### config.mk
export PLATFORM = sky130hd
export DESIGN_NAME = sbr_regfile
export DESIGN_NICKNAME = d
export VERILOG_FILES = /design/src/rtl/sbr_pkg.sv /design/src/rtl/sbr_decode.sv /design/src/rtl/sbr_world.sv /design/src/rtl/sbr_storage.sv /design/src/rtl/sbr_regfile.sv
export SDC_FILE = /design/constraint.sdc
export NUM_CORES = 1
export LEC_CHECK = 0
export BUFFER_PORTS_ARGS = -buffer_cell sky130_fd_sc_hd__buf_4
export CAP_MARGIN = 20
export CORE_ASPECT_RATIO = 1.2
export CORE_MARGIN = 2
export CORE_UTILIZATION = 55
export DETAILED_ROUTE_END_ITERATION = 12
export PLACE_DENSITY = 0.84
export SLEW_MARGIN = 20
export SYNTH_ARGS = -nofsm -noshare
export SYNTH_HDL_FRONTEND = slang
export SYNTH_SLANG_ARGS = --single-unit
### constraint.sdc
create_clock -name clk -period 4.9 [get_ports clk]
set_input_delay 0 -clock clk [delete_from_list [all_inputs] [get_ports clk]]
set_output_delay 0 -clock clk [all_outputs]
set_load 0.03 [all_outputs]
### src/rtl/sbr_pkg.sv
// Shared types and reset-value arithmetic for the two-world register file.
// Assumes register values are at most 64 bits wide before truncation.
package sbr_pkg;

    // Access class of a register index.
    typedef enum logic [1:0] {
        CLS_PROT   = 2'd0,
        CLS_SPLIT  = 2'd1,
        CLS_SHARED = 2'd2,
        CLS_NONE   = 2'd3
    } reg_class_e;

    // Reset value: index in bits 8 and up, bit 16 set for a non-secure copy.
    function automatic logic [63:0] rst_val(input int unsigned index, input logic ns_copy);
        return (64'(index) << 8) | (64'(ns_copy) << 16);
    endfunction

endpackage

### src/rtl/sbr_decode.sv
// Index decoder: maps a register index to its class and its slot within the class.
// Assumes classes are laid out contiguously: protected, then split, then shared.
module sbr_decode
    import sbr_pkg::*;
#(
    parameter int IDX_W    = 4,
    parameter int N_PROT   = 2,
    parameter int N_SPLIT  = 3,
    parameter int N_SHARED = 2,
    parameter int SLOT_W   = 2
) (
    input  logic [IDX_W-1:0]  idx,
    output reg_class_e        cls,
    output logic [SLOT_W-1:0] slot
);
    localparam int SPLIT_BASE  = N_PROT;
    localparam int SHARED_BASE = N_PROT + N_SPLIT;
    localparam int IMPL_END    = N_PROT + N_SPLIT + N_SHARED;

    // Range compare of the index against the class boundaries.
    always_comb begin
        int iv;
        iv   = int'(idx);
        cls  = CLS_NONE;
        slot = '0;
        if (iv < SPLIT_BASE) begin
            cls  = CLS_PROT;
            slot = SLOT_W'(iv);
        end else if (iv < SHARED_BASE) begin
            cls  = CLS_SPLIT;
            slot = SLOT_W'(iv - SPLIT_BASE);
        end else if (iv < IMPL_END) begin
            cls  = CLS_SHARED;
            slot = SLOT_W'(iv - SHARED_BASE);
        end
    end
endmodule

### src/rtl/sbr_world.sv
// World arbiter: decides the effective security of an access, which copy of a
// split register it reaches, and whether the access must be refused.
// Assumes monitor mode always counts as secure.
module sbr_world
    import sbr_pkg::*;
(
    input  logic       req,
    input  reg_class_e cls,
    input  logic       core_ns,
    input  logic       mon_mode,
    input  logic       sel_bit,
    output logic       use_ns_copy,
    output logic       deny
);
    logic eff_secure;

    // Effective security and copy choice.
    always_comb begin
        eff_secure  = mon_mode | ~core_ns;
        use_ns_copy = mon_mode ? sel_bit : core_ns;
    end

    // Refusal: unimplemented index, or protected register from the non-secure world.
    always_comb begin
        deny = 1'b0;
        if (req) begin
            if (cls == CLS_NONE) begin
                deny = 1'b1;
            end else if (cls == CLS_PROT && !eff_secure) begin
                deny = 1'b1;
            end
        end
    end
endmodule

### src/rtl/sbr_storage.sv
// Register storage: protected registers, both copies of each split register and
// the shared registers, with reset values and a combinational read mux.
// Assumes the write enable has already been qualified by the world arbiter, and N_PROT >= 1.
module sbr_storage
    import sbr_pkg::*;
#(
    parameter int DATA_W   = 32,
    parameter int N_PROT   = 2,
    parameter int N_SPLIT  = 3,
    parameter int N_SHARED = 2,
    parameter int SLOT_W   = 2
) (
    input  logic              clk,
    input  logic              rst_n,
    input  logic              we,
    input  reg_class_e        cls,
    input  logic [SLOT_W-1:0] slot,
    input  logic              use_ns_copy,
    input  logic [DATA_W-1:0] wr_data,
    output logic [DATA_W-1:0] rd_val,
    output logic              sel_bit
);
    localparam int SPLIT_BASE  = N_PROT;
    localparam int SHARED_BASE = N_PROT + N_SPLIT;

    logic [DATA_W-1:0] prot_q   [N_PROT];
    logic [DATA_W-1:0] split_s_q[N_SPLIT];
    logic [DATA_W-1:0] split_n_q[N_SPLIT];
    logic [DATA_W-1:0] shared_q [N_SHARED];

    genvar gi;
    generate
        for (gi = 0; gi < N_PROT; gi++) begin : g_prot
            // Protected register gi: single copy, secure writes only.
            always_ff @(posedge clk) begin
                if (!rst_n) begin
                    prot_q[gi] <= DATA_W'(rst_val(gi, 1'b0));
                end else if (we && cls == CLS_PROT && slot == SLOT_W'(gi)) begin
                    prot_q[gi] <= wr_data;
                end
            end
        end
        for (gi = 0; gi < N_SPLIT; gi++) begin : g_split
            // Split register gi: secure copy.
            always_ff @(posedge clk) begin
                if (!rst_n) begin
                    split_s_q[gi] <= DATA_W'(rst_val(SPLIT_BASE + gi, 1'b0));
                end else if (we && cls == CLS_SPLIT && slot == SLOT_W'(gi) && !use_ns_copy) begin
                    split_s_q[gi] <= wr_data;
                end
            end
            // Split register gi: non-secure copy.
            always_ff @(posedge clk) begin
                if (!rst_n) begin
                    split_n_q[gi] <= DATA_W'(rst_val(SPLIT_BASE + gi, 1'b1));
                end else if (we && cls == CLS_SPLIT && slot == SLOT_W'(gi) && use_ns_copy) begin
                    split_n_q[gi] <= wr_data;
                end
            end
        end
        for (gi = 0; gi < N_SHARED; gi++) begin : g_shared
            // Shared register gi: one location for both worlds.
            always_ff @(posedge clk) begin
                if (!rst_n) begin
                    shared_q[gi] <= DATA_W'(rst_val(SHARED_BASE + gi, 1'b0));
                end else if (we && cls == CLS_SHARED && slot == SLOT_W'(gi)) begin
                    shared_q[gi] <= wr_data;
                end
            end
        end
    endgenerate

    // Read mux over class, slot and copy.
    always_comb begin
        rd_val = '0;
        case (cls)
            CLS_PROT: begin
                for (int i = 0; i < N_PROT; i++) begin
                    if (slot == SLOT_W'(i)) rd_val = prot_q[i];
                end
            end
            CLS_SPLIT: begin
                for (int i = 0; i < N_SPLIT; i++) begin
                    if (slot == SLOT_W'(i)) rd_val = use_ns_copy ? split_n_q[i] : split_s_q[i];
                end
            end
            CLS_SHARED: begin
                for (int i = 0; i < N_SHARED; i++) begin
                    if (slot == SLOT_W'(i)) rd_val = shared_q[i];
                end
            end
            default: rd_val = '0;
        endcase
    end

    // Copy-select bit lives in bit 0 of protected register 0.
    always_comb sel_bit = prot_q[0][0];
endmodule

### src/rtl/sbr_regfile.sv
// Two-world configuration register file top: decodes the index, arbitrates the
// world, stores the registers and registers read data and the fault flag.
// Assumes one access per cycle; a simultaneous read and write target the same index.
module sbr_regfile
    import sbr_pkg::*;
#(
    parameter int DATA_W   = 32,
    parameter int IDX_W    = 4,
    parameter int N_PROT   = 2,
    parameter int N_SPLIT  = 3,
    parameter int N_SHARED = 2
) (
    input  logic              clk,
    input  logic              rst_n,
    input  logic [IDX_W-1:0]  idx,
    input  logic              rd_en,
    input  logic              wr_en,
    input  logic [DATA_W-1:0] wr_data,
    input  logic              core_ns,
    input  logic              mon_mode,
    output logic [DATA_W-1:0] rd_data,
    output logic              fault
);
    localparam int MAX_A  = (N_PROT > N_SPLIT) ? N_PROT : N_SPLIT;
    localparam int MAX_N  = (MAX_A > N_SHARED) ? MAX_A : N_SHARED;
    localparam int SLOT_W = (MAX_N > 1) ? $clog2(MAX_N) : 1;

    reg_class_e        cls;
    logic [SLOT_W-1:0] slot;
    logic              use_ns_copy;
    logic              deny;
    logic              sel_bit;
    logic [DATA_W-1:0] rd_val;
    logic              req;
    logic              we_ok;
    logic [DATA_W-1:0] rd_q;
    logic              fault_q;

    // Access request and granted write.
    always_comb begin
        req   = rd_en | wr_en;
        we_ok = wr_en & ~deny;
    end

    sbr_decode #(
        .IDX_W(IDX_W), .N_PROT(N_PROT), .N_SPLIT(N_SPLIT),
        .N_SHARED(N_SHARED), .SLOT_W(SLOT_W)
    ) u_decode (
        .idx (idx),
        .cls (cls),
        .slot(slot)
    );

    sbr_world u_world (
        .req        (req),
        .cls        (cls),
        .core_ns    (core_ns),
        .mon_mode   (mon_mode),
        .sel_bit    (sel_bit),
        .use_ns_copy(use_ns_copy),
        .deny       (deny)
    );

    sbr_storage #(
        .DATA_W(DATA_W), .N_PROT(N_PROT), .N_SPLIT(N_SPLIT),
        .N_SHARED(N_SHARED), .SLOT_W(SLOT_W)
    ) u_store (
        .clk        (clk),
        .rst_n      (rst_n),
        .we         (we_ok),
        .cls        (cls),
        .slot       (slot),
        .use_ns_copy(use_ns_copy),
        .wr_data    (wr_data),
        .rd_val     (rd_val),
        .sel_bit    (sel_bit)
    );

    // Output stage: registered read data (zero unless granted read) and fault.
    always_ff @(posedge clk) begin
        if (!rst_n) begin
            rd_q    <= '0;
            fault_q <= 1'b0;
        end else begin
            fault_q <= deny;
            rd_q    <= (rd_en && !deny) ? rd_val : '0;
        end
    end

    assign rd_data = rd_q;
    assign fault   = fault_q;
endmodule

[Yosys cells after proc, flatten, opt, wreduce, memory -nomap -nowiden]
Memory sizes are Yosys's and may differ from the RTL's.
Cells that the tools add are included.
Storage, ports and cells
  bits in registers: 33
  RAM bits: 320
  bits of input ports: 42
  output and inout bits: 33
  word-level logic and storage cells: 117
  memories kept: 4
Memory list
  u_store.split_n_q: depth 3, width 32, rd ports 3, clocked after Yosys merged registers in 0, wr ports 3, RTL line sbr_storage.sv:28  | logic [DATA_W-1:0] split_n_q[N_SPLIT];
  u_store.split_s_q: depth 3, width 32, rd ports 3, clocked after Yosys merged registers in 0, wr ports 3, RTL line sbr_storage.sv:27  | logic [DATA_W-1:0] split_s_q[N_SPLIT];
  u_store.prot_q: depth 2, width 32, rd ports 2, clocked after Yosys merged registers in 0, wr ports 2, RTL line sbr_storage.sv:26  | logic [DATA_W-1:0] prot_q [N_PROT];
  u_store.shared_q: depth 2, width 32, rd ports 2, clocked after Yosys merged registers in 0, wr ports 2, RTL line sbr_storage.sv:29  | logic [DATA_W-1:0] shared_q [N_SHARED];
Operators by class
  add/sub/neg operators: 2
  order comparisons: 3
  eq/ne operators: 5
  mux-type cells: 62
  bitwise logic cells: 15
  reduce and logical (&&, ||, !) cells: 24
Operators by type and width (number)
  $mux 32: 20
  $pmux 32 s3: 1
  $mux 1: 36
  $logic_and 1x1->1: 18
  $or 1x1->1: 12
  $mux 2: 5
  $lt 4x3->1 const B: 2
  $eq 2x2->1 const B: 3
  $eq 2x1->1 const B: 2
  $logic_not 2->1: 2
  $lt 4x2->1 const B: 1
  $logic_not 1->1: 3
  $not 1->1: 2
  $reduce_and 2->1: 1
  $sub 2x1->2 const B: 1
  $sub 2x2->2 const B: 1
  $and 1x1->1: 1

[Depth between registers and ports, before layout]
Gate-level depths: netlist of the first run.
  depth after elaboration: 18
  depth in mapped cells: 14
  gate-level depth less buffers: 6

[By module]
From an unflattened synthesis of the first run, not the netlist that was laid out.
Second synthesis, totals
  cell total of the unflattened synthesis: 1081
  area total of the unflattened synthesis: 15996.6 um^2
By module, submodules not included
  sbr_storage: instances 1, cells each 986, area each 14814.2 um^2, seq. area each 9609.2 um^2
  sbr_regfile: instances 1, cells each 77, area each 1044.8 um^2, seq. area each 660.6 um^2
  sbr_decode: instances 1, cells each 14, area each 105.1 um^2, seq. area each 0.0 um^2
  sbr_world: instances 1, cells each 4, area each 32.5 um^2, seq. area each 0.0 um^2

[Worst setup path after synthesis of the first run]
No wires, ideal clock.
  path type: input -> register
  start: in idx[0]
  end: mem u_store.shared_q[1][0] (enable)
  setup time: 470 ps
  arrival: 4658 ps
  data required time: 4430 ps
  setup slack: -228 ps
  cell stages on the path: 10
  path buffers: 5
  cells stage by stage: buf_2 > buf_2 > buf_1 > inv_1 > ha_1 > buf_6 > nor4b_2 > clkbuf_1 > nand4_1 > o31ai_1
RTL lines
  from (decl): RTL line sbr_regfile.sv:15  | input logic [IDX_W-1:0] idx,
  to (decl): RTL line sbr_storage.sv:29

==> flow_results.xml, run 1 <==
<?xml version="1.0" encoding="UTF-8"?>
<metrics>
  <group name="drt">
    <metric name="post-route-drc-count" unit="">0</metric>
    <metric name="detail-route-antenna-nets" unit="">0</metric>
    <metric name="route.vias.total" unit="">13800</metric>
    <metric name="drtPass1Iterations" unit="">8</metric>
    <metric name="wl" unit="mm">51.4</metric>
    <metric name="avgRoutedWirePerCell" unit="um">25.0</metric>
    <metric name="drt_iter0_drc" unit="">1716</metric>
    <metric name="viasPerCell" unit="">6.74</metric>
  </group>
  <group name="clock_network">
    <metric name="worstSkewPairLatency" unit="ns">0.55</metric>
    <metric name="clkSinkCount" unit="">353</metric>
    <metric name="path_clk_slew" unit="ns">0.06</metric>
    <metric name="cts_hold_repair.buffers" unit="">35</metric>
    <metric name="tritoncts" unit="">yes</metric>
    <metric name="htreeDepth" unit="">2</metric>
    <metric name="cts.root.buffer_cell" unit="">clkbuf_16</metric>
    <metric name="cts_buffer_depth" unit="">3</metric>
    <metric name="cts_resized" unit="">0</metric>
    <metric name="cts_made_buffers" unit="">35</metric>
    <metric name="post_cts_buffers" unit="">0</metric>
  </group>
  <group name="floorplan">
    <metric name="core" unit="mm^2">0.0315</metric>
    <metric name="floorplan.die.width" unit="um">168</metric>
    <metric name="row_count" unit="">71</metric>
    <metric name="die_area" unit="mm^2">0.0336</metric>
    <metric name="chipHeight" unit="um">200</metric>
    <metric name="initial_utilization" unit="">0.560</metric>
    <metric name="floorplan.io_pins" unit="">75</metric>
  </group>
  <group name="setup_path">
    <metric name="worst_ep_arrival_time" unit="ns">3.77</metric>
    <metric name="crit_path_start" unit="">idx[0]</metric>
    <metric name="reg2reg_from" unit="">u_store.prot_q[0][0]</metric>
    <metric name="critical_path.endpoint_type" unit="">flip-flop</metric>
    <metric name="maximum_fanout_along_the_worst_path" unit="">42</metric>
    <metric name="critical_path.reg2reg.endpoint" unit="">u_store.split_n_q[1][1]</metric>
    <metric name="timing.reg2reg.worst_path_depth" unit="">4</metric>
    <metric name="reg2reg_setup_slack" unit="ns">1.79</metric>
    <metric name="worstSetupStartpointType" unit="">input pin</metric>
    <metric name="critPathRequiredTime" unit="ns">5.18</metric>
    <metric name="critical_path_class" unit="">input pin to flip-flop</metric>
  </group>
  <group name="sta">
    <metric name="min_period_over_period" unit="">0.712</metric>
    <metric name="grt_setup_unrepaired" unit="">false</metric>
    <metric name="finalSetupTns" unit="ns">0</metric>
    <metric name="max_freq" unit="GHz">0.287</metric>
    <metric name="timing_hold_violations_final" unit="">0</metric>
    <metric name="final_critical_path_setup_slack" unit="ns">1.41</metric>
    <metric name="finalSetupViolations" unit="">0</metric>
    <metric name="max_slew_headroom" unit="">0.216</metric>
    <metric name="final_period_minus_worst_setup_slack" unit="ns">3.49</metric>
    <metric name="tightestPinTransition" unit="ns">1.17</metric>
    <metric name="skew" unit="ns">0.0248</metric>
    <metric name="drv_slew" unit="">0</metric>
  </group>
  <group name="global_routing">
    <metric name="vias_in_the_first_global_route" unit="">14000</metric>
    <metric name="grt_max_degree" unit="">137</metric>
    <metric name="first_pass_grt_wire_length" unit="mm">77.7</metric>
    <metric name="number_of_antenna_violations_at_the_first_check_in_global_routing" unit="">0</metric>
    <metric name="grt-ovfl-total" unit="">0</metric>
    <metric name="track_usage" unit="">0.302</metric>
  </group>
  <group name="placement">
    <metric name="pre_cts_slack" unit="ns">0.989</metric>
    <metric name="post-dp-hpwl" unit="mm">29.5</metric>
    <metric name="io_buffer_count" unit="">74</metric>
    <metric name="place_inst" unit="">1956</metric>
    <metric name="finalWeightedCongestion" unit="">0.849</metric>
  </group>
  <group name="yosys">
    <metric name="seq_area_frac_synth" unit="">0.581</metric>
    <metric name="syn_nets" unit="">1631</metric>
    <metric name="ys.warnings.count" unit="">0</metric>
    <metric name="syn_avg_cell_area" unit="um^2">11.1</metric>
    <metric name="netlist_instances" unit="">1587</metric>
    <metric name="synthArstFlopShare" unit="">0</metric>
    <metric name="synth_edf_count" unit="">320</metric>
    <metric name="yosysUniqueCellTypes" unit="">37</metric>
    <metric name="syn_area" unit="mm^2">0.0177</metric>
    <metric name="yosys_register_bits" unit="">353</metric>
    <metric name="yosys_most_used_dff" unit="">edfxtp_1</metric>
  </group>
  <group name="power_and_ir_drop">
    <metric name="total_power" unit="W">0.00687</metric>
    <metric name="combPwrFrac" unit="">0.103</metric>
    <metric name="p_clk_frac" unit="">0.394</metric>
    <metric name="ir_worst_vdd" unit="V">0.000302</metric>
    <metric name="sequentialPowerShare" unit="">0.502</metric>
    <metric name="pwr_density_cell" unit="mW/mm^2">341</metric>
    <metric name="netSwitchingFraction" unit="">0.247</metric>
    <metric name="internal_cell_power" unit="W">0.00517</metric>
    <metric name="power.net_switching" unit="W">0.00170</metric>
    <metric name="power.static_leakage" unit="nW">7.33</metric>
  </group>
  <group name="layout">
    <metric name="drive_above_1_share" unit="">0.140</metric>
    <metric name="instances_no_fill" unit="">2054</metric>
    <metric name="numnets_final" unit="">1671</metric>
    <metric name="area_delta_synth_final" unit="%">13.9</metric>
    <metric name="antenna-diode-count" unit="">0</metric>
  </group>
  <group name="worst_hold_path">
    <metric name="min_path_type" unit="">input pin to flip-flop</metric>
    <metric name="worstHoldStart" unit="">idx[0]</metric>
    <metric name="worst_hold_path.endpoint" unit="">rd_data[23]</metric>
    <metric name="hold_depth" unit="">4</metric>
  </group>
  <group name="status">
    <metric name="outcome" unit="">finished, final reports clean</metric>
  </group>
  <group name="flow_run">
    <metric name="cap_viol_max_count" unit="">0</metric>
  </group>
</metrics>
[layout by cell type (no fill, tap or decap), types with 64 or more instances in the layout]
cell type	netlist	final
edfxtp_1	320	320
nor2_1	208	208
and2_1	155	155
buf_4	0	115
nand2_1	98	98
nand3_1	66	66
a221oi_1	65	65
mux2i_1	65	64
a31oi_1	64	64
o211ai_1	64	64
[power groups by stage]
stage / clock [W] / combinational, W / sequential, W
final: 0.00271 / 0.000711 / 0.00345
after global routing: 0.00282 / 0.000745 / 0.00346
after CTS: 0.00272 / 0.000691 / 0.00345
after detailed placement: 0 / 0.000664 / 0.00351
after global placement: 0 / 0.000637 / 0.00350
after floorplan: 0 / 0.000397 / 0.00352
[worst max path at each step]
| stage | to | cells past startpoint |
|---|---|---|
| 6_report | u_store.split_s_q[1][17] | 9 |
| 5_1_grt | u_store.split_s_q[1][11] | 9 |
| 4_1_cts | u_store.split_s_q[1][17] | 9 |
| 3_5_place_dp | u_store.split_n_q[2][4] | 8 |
| 3_3_place_gp | u_store.split_n_q[1][24] | 9 |
| 2_1_floorplan | u_store.split_n_q[0][0] | 11 |
[stage by stage]
| step | util | hold slack, ns | instance area, um^2 |
|---|---|---|---|
| global placement | 0.591 | 0.328 | 18600 |
| finish | 0.638 | 0.146 | 20100 |
| floorplan | - | 0.136 | 17700 |
| detailed placement | 0.592 | 0.333 | 18700 |
| CTS | 0.638 | 0.135 | 20100 |
| global route | 0.638 | 0.175 | 20100 |
[registers in the layout, indices dropped and copies added (netlist names)]
register and flops:
u_store.split_s_q 96, u_store.split_n_q 96, fault 1, u_store.shared_q 64, u_store.prot_q 64, rd_data 32
[worst max-delay path, cell delays in order]
cell	delay [ns]
buf_4	0.42
inv_1	0.10
ha_1	0.42
or3_1	0.51
a21oi_4	0.67
buf_4	0.41
or3_2	0.62
buf_4	0.46
nor2_1	0.11
[per-layer routing]
layer / vias up / track usage / wire length (um)
met3: 230 / 0.0666 / 6320
met2: 1061 / 0.501 / 24800
met5: - / 0 / 0
met4: 0 / 0.176 / 2660
li1: 5927 / - / -
met1: 6630 / 0.363 / 17700
[synth_stat cells, drive strengths merged (2+ instances only)]
cell type	instances	share of area
a221oi	65	0.032
mux2	33	0.021
nor2	208	0.044
nor2b	38	0.013
nand3	66	0.019
nor3	7	0.0025
edfxtp	320	0.54
o211ai	64	0.027
nor4	32	0.011
a21oi	2	0.0012
nor4b	2	0.0017
clkbuf	107	0.023
or3	12	0.0042
a31oi	64	0.023
dfxtp	33	0.037
a2111o	33	0.021
o21ai	11	0.0031
ha	2	0.0014
buf	43	0.014
mux2i	65	0.037
nand2b	40	0.014
inv	34	0.0072
nand4	5	0.0018
nand3b	33	0.014
and3	10	0.0035
nand2	98	0.021
and2	155	0.055
[cells by family (layout without fill, tap and decap cells)]
| kind of cell | after synthesis | count (layout) | synth area share |
|---|---|---|---|
| flip-flops | 353 | 353 | 0.581 |
| multiplexers | 98 | 98 | 0.0579 |
| adder cells (fa/ha/maj) | 2 | 2 | 0.00142 |
| buffers and inverters | 184 | 250 | 0.0440 |
| AND/OR/NAND/NOR | 708 | 708 | 0.207 |
| AO/OA/AOI/OAI | 242 | 242 | 0.109 |
[cell type report]
class                           count  area [um^2]
Tap cell                          401          502
Inverter                           34          128
Clock buffer                       43          906
Multi-Input combinational cell   1050         6820
Clock inverter                     20          216
Sequential cell                   353        10300
Timing Repair Buffer              153         1280
Fill cell                        2222        11400
No activity file was read; power rests on OpenSTA's default activity.
==> inputs of run 2 (changes only) <==
ABC_AREA = 1   (was default)
PLACE_DENSITY = 0.82   (was 0.84)
clock period = 3.6 ns   (was 4.9 ns; I/O delays follow)
==> flow_results.xml, run 2 <==
<?xml version="1.0" encoding="UTF-8"?>
<metrics>
  <group name="sta">
    <metric name="finalSetupViolations" unit="">0</metric>
    <metric name="tightestPinTransition" unit="ns">0.958</metric>
    <metric name="timing_hold_violations_final" unit="">0</metric>
    <metric name="min_period_over_period" unit="">0.658</metric>
    <metric name="drv_slew" unit="">0</metric>
    <metric name="grt_setup_unrepaired" unit="">false</metric>
    <metric name="skew" unit="ns">0.0171</metric>
    <metric name="max_slew_headroom" unit="">0.361</metric>
    <metric name="max_freq" unit="GHz">0.422</metric>
    <metric name="final_critical_path_setup_slack" unit="ns">1.23</metric>
    <metric name="final_period_minus_worst_setup_slack" unit="ns">2.37</metric>
  </group>
  <group name="floorplan">
    <metric name="die_area" unit="mm^2">0.0305</metric>
    <metric name="row_count" unit="">68</metric>
    <metric name="initial_utilization" unit="">0.558</metric>
    <metric name="floorplan.io_pins" unit="">75</metric>
    <metric name="chipHeight" unit="um">191</metric>
    <metric name="core" unit="mm^2">0.0287</metric>
    <metric name="floorplan.die.width" unit="um">160</metric>
  </group>
  <group name="clock_network">
    <metric name="htreeDepth" unit="">2</metric>
    <metric name="cts.root.buffer_cell" unit="">clkbuf_16</metric>
    <metric name="cts_made_buffers" unit="">34</metric>
    <metric name="cts_resized" unit="">0</metric>
    <metric name="worstSkewPairLatency" unit="ns">0.52</metric>
    <metric name="tritoncts" unit="">yes</metric>
    <metric name="path_clk_slew" unit="ns">0.06</metric>
    <metric name="post_cts_buffers" unit="">0</metric>
    <metric name="cts_hold_repair.buffers" unit="">5</metric>
    <metric name="clkSinkCount" unit="">353</metric>
    <metric name="cts_buffer_depth" unit="">3</metric>
  </group>
  <group name="drt">
    <metric name="drt_iter0_drc" unit="">1185</metric>
    <metric name="wl" unit="mm">40.8</metric>
    <metric name="detail-route-antenna-nets" unit="">0</metric>
    <metric name="route.vias.total" unit="">12100</metric>
    <metric name="viasPerCell" unit="">5.60</metric>
    <metric name="drtPass1Iterations" unit="">5</metric>
    <metric name="avgRoutedWirePerCell" unit="um">18.9</metric>
    <metric name="post-route-drc-count" unit="">0</metric>
  </group>
  <group name="flow_run">
    <metric name="cap_viol_max_count" unit="">0</metric>
  </group>
  <group name="global_routing">
    <metric name="number_of_antenna_violations_at_the_first_check_in_global_routing" unit="">0</metric>
    <metric name="vias_in_the_first_global_route" unit="">12100</metric>
    <metric name="grt_max_degree" unit="">103</metric>
    <metric name="first_pass_grt_wire_length" unit="mm">63.2</metric>
    <metric name="grt-ovfl-total" unit="">0</metric>
    <metric name="track_usage" unit="">0.267</metric>
  </group>
  <group name="setup_path">
    <metric name="timing.critical_path.slowest_stage_cell" unit="">buf_4</metric>
    <metric name="cp_num_buf_inv" unit="">2</metric>
    <metric name="critical_path_class" unit="">flip-flop to flip-flop</metric>
    <metric name="crit_chain" unit="">nand2_1 -&gt; nand2_2 -&gt; buf_4 -&gt; nand3_2 -&gt; buf_4 -&gt; nor2_1</metric>
    <metric name="worstSetupStartpointType" unit="">flip-flop</metric>
    <metric name="critical_path.endpoint_type" unit="">flip-flop</metric>
    <metric name="critPathRequiredTime" unit="ns">3.95</metric>
    <metric name="path_common_cell" unit="">buf_4</metric>
    <metric name="worst_ep_arrival_time" unit="ns">2.72</metric>
    <metric name="timing.critical_path.slowest_cell_delay" unit="ns">0.75</metric>
    <metric name="critical_path.top_delay_family" unit="">buffers and inverters</metric>
    <metric name="maximum_fanout_along_the_worst_path" unit="">102</metric>
  </group>
  <group name="yosys">
    <metric name="synth.largest_area_cell" unit="">edfxtp_1</metric>
    <metric name="ys.warnings.count" unit="">0</metric>
    <metric name="syn_avg_cell_area" unit="um^2">9.45</metric>
    <metric name="yosysUniqueCellTypes" unit="">23</metric>
    <metric name="synth_top_cells_by_area" unit="">edfxtp_1, nor2_1, nand2_1, nand3_1, dfxtp_1</metric>
    <metric name="top_cell_types_by_occurrence_after_synthesis" unit="">nor2_1, nand2_1, edfxtp_1</metric>
    <metric name="synthArstFlopShare" unit="">0</metric>
    <metric name="netlist_instances" unit="">1694</metric>
    <metric name="yosys.cell_count.top_type" unit="">nor2_1</metric>
    <metric name="syn_area" unit="mm^2">0.0160</metric>
    <metric name="syn_nets" unit="">1738</metric>
    <metric name="yosys_most_used_dff" unit="">edfxtp_1</metric>
    <metric name="synth_top_cell_area_share" unit="">0.600</metric>
    <metric name="seq_area_frac_synth" unit="">0.642</metric>
    <metric name="yosys_register_bits" unit="">353</metric>
    <metric name="synth_edf_count" unit="">320</metric>
  </group>
  <group name="layout">
    <metric name="multiInputGateArea" unit="mm^2">0.00505</metric>
    <metric name="layout.cells.most_common_list" unit="">nor2_1, nand2_1, edfxtp_1</metric>
    <metric name="antenna-diode-count" unit="">0</metric>
    <metric name="drive_above_1_share" unit="">0.152</metric>
    <metric name="stdcell_area" unit="mm^2">0.0182</metric>
    <metric name="numnets_final" unit="">1788</metric>
    <metric name="layout_commonest_cell" unit="">nor2_1</metric>
    <metric name="utilization_of_the_core_after_routing" unit="">0.634</metric>
    <metric name="area_delta_synth_final" unit="%">13.5</metric>
    <metric name="layout.filler_cells" unit="">2151</metric>
    <metric name="top_regs" unit="">u_store.split_n_q (96), u_store.split_s_q (96)</metric>
    <metric name="final-seq-area" unit="mm^2">0.0103</metric>
  </group>
  <group name="placement">
    <metric name="finalWeightedCongestion" unit="">0.871</metric>
    <metric name="io_buffer_count" unit="">74</metric>
    <metric name="post-dp-hpwl" unit="mm">24.2</metric>
    <metric name="placedInstanceArea" unit="mm^2">0.0170</metric>
    <metric name="pre_cts_slack" unit="ns">1.25</metric>
  </group>
  <group name="power_and_ir_drop">
    <metric name="ir_worst_vdd" unit="V">0.000282</metric>
    <metric name="power.static_leakage" unit="nW">7.62</metric>
    <metric name="pwr_density_cell" unit="mW/mm^2">511</metric>
  </group>
  <group name="status">
    <metric name="outcome" unit="">finished, final reports clean</metric>
  </group>
  <group name="worst_hold_path">
    <metric name="min_path_type" unit="">input pin to flip-flop</metric>
  </group>
</metrics>
[run 2: kinds of logic after synthesis]
group,after synthesis,share of synthesized area
AND/OR/NAND/NOR,1111,0.287
AO/OA/AOI/OAI,69,0.0218
flip-flops,353,0.642
adder cells (fa/ha/maj),2,0.00156
buffers and inverters,159,0.0477
[run 2: where the power goes]
part / total [W] / switching [W] / internal (W) / leakage (nW)
combinational: 0.000914 / 0.000643 / 0.000271 / 3.53
sequential: 0.00466 / 0.0000461 / 0.00462 / 3.53
clock: 0.00371 / 0.00150 / 0.00221 / 0.569
total: 0.00929 / 0.00219 / 0.00710 / 7.62
[run 2: tightest hold or removal path, cell delays in order]
cell      delay (ns)
buf_4           0.11
clkinv_1        0.18
nor2_1          0.07
[run 2: through the flow]
stage	hold slack, ns	std cells	setup TNS [ns]	total power, W
2_1_floorplan	0.171	1694	-7.12	0.00534
3_3_place_gp	0.430	2088	0	0.00561
3_5_place_dp	0.428	2088	0	0.00564
4_1_cts	0.00684	2154	0	0.00929
5_1_grt	0.0362	2154	0	0.00955
6_report	0.0124	2154	0	0.00929
[run 2: final timing paths]
path                    startpoint                       to  slack [ns]  depth (start not counted)
min reg2reg  u_store.prot_q[0][24]              rd_data[24]        0.67                          6
max           u_store.prot_q[0][0]  u_store.split_n_q[2][7]        1.23                          6
max reg2reg   u_store.prot_q[0][0]  u_store.split_n_q[2][7]        1.23                          6
min                    wr_data[13]    u_store.prot_q[1][13]        0.01                          3
[run 2: final cells by class]
cell class,instances,area share
Clock buffer,38,0.0488
Clock inverter,23,0.0147
Inverter,53,0.0109
Multi-Input combinational cell,1182,0.278
Sequential cell,353,0.565
Tap cell,385,0.0265
Timing Repair Buffer,120,0.0558
[run 2: layer usage]
metal	track usage	share of wire
met1	0.327	0.36
met2	0.462	0.50
met3	0.0472	0.099
met4	0.126	0.040
met5	0	0
==> inputs of run 3 (changes only) <==
ABC_AREA = 0   (was 1)
PLACE_DENSITY = 0.81   (was 0.82)
clock period = 2.3 ns   (was 3.6 ns; I/O delays follow)
==> flow_results.xml, run 3 (synthesis results as in run 1) <==
<?xml version="1.0" encoding="UTF-8"?>
<metrics>
  <group name="layout">
    <metric name="multiInputGateArea" unit="mm^2">0.00686</metric>
    <metric name="drive_above_1_share" unit="">0.167</metric>
    <metric name="final-seq-area" unit="mm^2">0.0103</metric>
    <metric name="antenna-diode-count" unit="">0</metric>
    <metric name="top_regs" unit="">u_store.split_n_q (96), u_store.split_s_q (96)</metric>
    <metric name="stdcell_area" unit="mm^2">0.0208</metric>
    <metric name="numnets_final" unit="">1722</metric>
    <metric name="area_delta_synth_final" unit="%">17.9</metric>
    <metric name="layout.filler_cells" unit="">2246</metric>
    <metric name="layout_commonest_cell" unit="">edfxtp_1</metric>
    <metric name="utilization_of_the_core_after_routing" unit="">0.660</metric>
    <metric name="layout.cells.most_common_list" unit="">edfxtp_1, nor2_1, and2_1</metric>
  </group>
  <group name="clock_network">
    <metric name="cts.root.buffer_cell" unit="">clkbuf_16</metric>
    <metric name="tritoncts" unit="">yes</metric>
    <metric name="cts_made_buffers" unit="">36</metric>
    <metric name="post_cts_buffers" unit="">0</metric>
    <metric name="worstSkewPairLatency" unit="ns">0.54</metric>
    <metric name="clkSinkCount" unit="">353</metric>
    <metric name="htreeDepth" unit="">2</metric>
    <metric name="path_clk_slew" unit="ns">0.07</metric>
    <metric name="cts_buffer_depth" unit="">3</metric>
  </group>
  <group name="worst_hold_path">
    <metric name="worst_hold_path.endpoint" unit="">fault</metric>
    <metric name="worstHoldStart" unit="">idx[3]</metric>
    <metric name="hold_depth" unit="">4</metric>
    <metric name="min_path_type" unit="">input pin to flip-flop</metric>
  </group>
  <group name="setup_path">
    <metric name="timing.critical_path.slowest_cell_delay" unit="ns">0.44</metric>
    <metric name="crit_chain" unit="">mux2i_4 -&gt; buf_4 -&gt; mux2i_1 -&gt; nor4_1 -&gt; a2111o_1</metric>
    <metric name="critical_path.top_delay_family" unit="">multiplexers</metric>
    <metric name="critPathRequiredTime" unit="ns">2.71</metric>
    <metric name="worstSetupStartpointType" unit="">flip-flop</metric>
    <metric name="maximum_fanout_along_the_worst_path" unit="">30</metric>
    <metric name="reg2reg_from" unit="">u_store.prot_q[0][0]</metric>
    <metric name="timing.reg2reg.worst_path_depth" unit="">5</metric>
    <metric name="reg2reg_setup_slack" unit="ns">0.24</metric>
    <metric name="cp_num_buf_inv" unit="">1</metric>
    <metric name="critical_path.endpoint_type" unit="">flip-flop</metric>
    <metric name="critical_path_class" unit="">flip-flop to flip-flop</metric>
    <metric name="critical_path.reg2reg.endpoint" unit="">rd_data[13]</metric>
    <metric name="worst_ep_arrival_time" unit="ns">2.47</metric>
    <metric name="timing.critical_path.slowest_stage_cell" unit="">edfxtp_1</metric>
  </group>
  <group name="global_routing">
    <metric name="grt_max_degree" unit="">64</metric>
    <metric name="track_usage" unit="">0.316</metric>
    <metric name="first_pass_grt_wire_length" unit="mm">81.1</metric>
    <metric name="number_of_antenna_violations_at_the_first_check_in_global_routing" unit="">0</metric>
    <metric name="vias_in_the_first_global_route" unit="">14400</metric>
    <metric name="grt-ovfl-total" unit="">0</metric>
  </group>
  <group name="sta">
    <metric name="final_period_minus_worst_setup_slack" unit="ns">2.06</metric>
    <metric name="drv_slew" unit="">0</metric>
    <metric name="skew" unit="ns">0.0183</metric>
    <metric name="final_critical_path_setup_slack" unit="ns">0.242</metric>
    <metric name="max_slew_headroom" unit="">0.395</metric>
    <metric name="finalSetupViolations" unit="">0</metric>
    <metric name="max_freq" unit="GHz">0.486</metric>
    <metric name="timing_hold_violations_final" unit="">0</metric>
    <metric name="min_period_over_period" unit="">0.895</metric>
    <metric name="tightestPinTransition" unit="ns">0.907</metric>
    <metric name="grt_setup_unrepaired" unit="">false</metric>
    <metric name="hold_ws" unit="ns">0.218</metric>
  </group>
  <group name="power_and_ir_drop">
    <metric name="total_power" unit="W">0.0149</metric>
    <metric name="power.static_leakage" unit="nW">7.69</metric>
    <metric name="ir_worst_vdd" unit="V">0.000576</metric>
    <metric name="pwr_density_cell" unit="mW/mm^2">714</metric>
  </group>
  <group name="drt">
    <metric name="detail-route-antenna-nets" unit="">0</metric>
    <metric name="viasPerCell" unit="">6.75</metric>
    <metric name="wl" unit="mm">52.9</metric>
    <metric name="drt_iter0_drc" unit="">2079</metric>
    <metric name="route.vias.total" unit="">14200</metric>
    <metric name="avgRoutedWirePerCell" unit="um">25.1</metric>
    <metric name="drtPass1Iterations" unit="">8</metric>
    <metric name="post-route-drc-count" unit="">0</metric>
  </group>
  <group name="placement">
    <metric name="post-dp-hpwl" unit="mm">31.8</metric>
    <metric name="pre_cts_slack" unit="ns">0.0599</metric>
    <metric name="io_buffer_count" unit="">74</metric>
    <metric name="placedInstanceArea" unit="mm^2">0.0193</metric>
    <metric name="finalWeightedCongestion" unit="">0.916</metric>
  </group>
  <group name="floorplan">
    <metric name="core" unit="mm^2">0.0315</metric>
    <metric name="initial_utilization" unit="">0.560</metric>
    <metric name="chipHeight" unit="um">200</metric>
    <metric name="row_count" unit="">71</metric>
    <metric name="floorplan.io_pins" unit="">75</metric>
    <metric name="die_area" unit="mm^2">0.0336</metric>
    <metric name="floorplan.die.width" unit="um">168</metric>
  </group>
  <group name="status">
    <metric name="outcome" unit="">finished, final reports clean</metric>
  </group>
  <group name="flow_run">
    <metric name="cap_viol_max_count" unit="">0</metric>
  </group>
</metrics>
run 3: cell types whose count changed in the layout (fill, tap and decap cells not counted), moves of 39 or more:
cell | before | now
nand2_1 | 416 | 98
nor2_1 | 466 | 208
and2_1 | 0 | 155
nand3_1 | 137 | 66
a221oi_1 | 0 | 64
a31oi_1 | 0 | 64
mux2i_1 | 0 | 64
o211ai_1 | 0 | 64
o21ai_0 | 64 | 1
or2_2 | 63 | 0
nand2b_1 | 0 | 40
buf_4 | 107 | 146
run 3: worst max-delay path by stage:
stage | start | end | depth (start not counted)
finish | u_store.prot_q[0][0] | rd_data[13] | 5
global route | u_store.prot_q[0][0] | rd_data[13] | 5
CTS | u_store.prot_q[0][0] | rd_data[13] | 5
detailed placement | idx[1] | u_store.split_s_q[2][29] | 8
global placement | idx[1] | u_store.split_s_q[2][26] | 8
floorplan | idx[0] | u_store.split_n_q[2][0] | 13
run 3: what timing repair did:
item	in CTS	in global routing
hold buffers	35	0
resized for setup	0	0
endpoints found under the hold margin	321	0
run 3: area by class of cell:
cell class	count	area share
flip-flops and latches	353	0.493
multi-input cells	1050	0.329
repair buffers	203	0.0906
clock buffers	54	0.0504
well taps	401	0.0241
inverters	34	0.00625
clock inverters	10	0.00607
run 3: per-stage QoR:
step / TNS [ns] / instances
2_1_floorplan: -83.11 / 1587
3_5_place_dp: 0 / 2006
5_1_grt: 0 / 2105
4_1_cts: 0 / 2105
3_3_place_gp: 0 / 2006
6_report: 0 / 2105
run 3: routing by layer:
metal | wire, um | global-route usage | vias to the layer above
met4 | 2910 | 0.176 | 0
met2 | 25300 | 0.523 | 1098
li1 | - | - | 6045
met5 | 0 | 0 | -
met1 | 18500 | 0.388 | 6834
met3 | 6190 | 0.0636 | 227
run 3: tightest hold or removal path: cells and delay by family:
kind / cells / cell delay, ns
AOI/OAI and AO/OA: 1 / 0.06
buffers and inverters: 2 / 0.51
and+or+nand+nor: 1 / 0.12
run 3: power breakdown:
part / switching, W / internal (W)
logic: 0.00104 / 0.000593
registers: 0.000115 / 0.00723
clock network: 0.00239 / 0.00349
total: 0.00355 / 0.0113
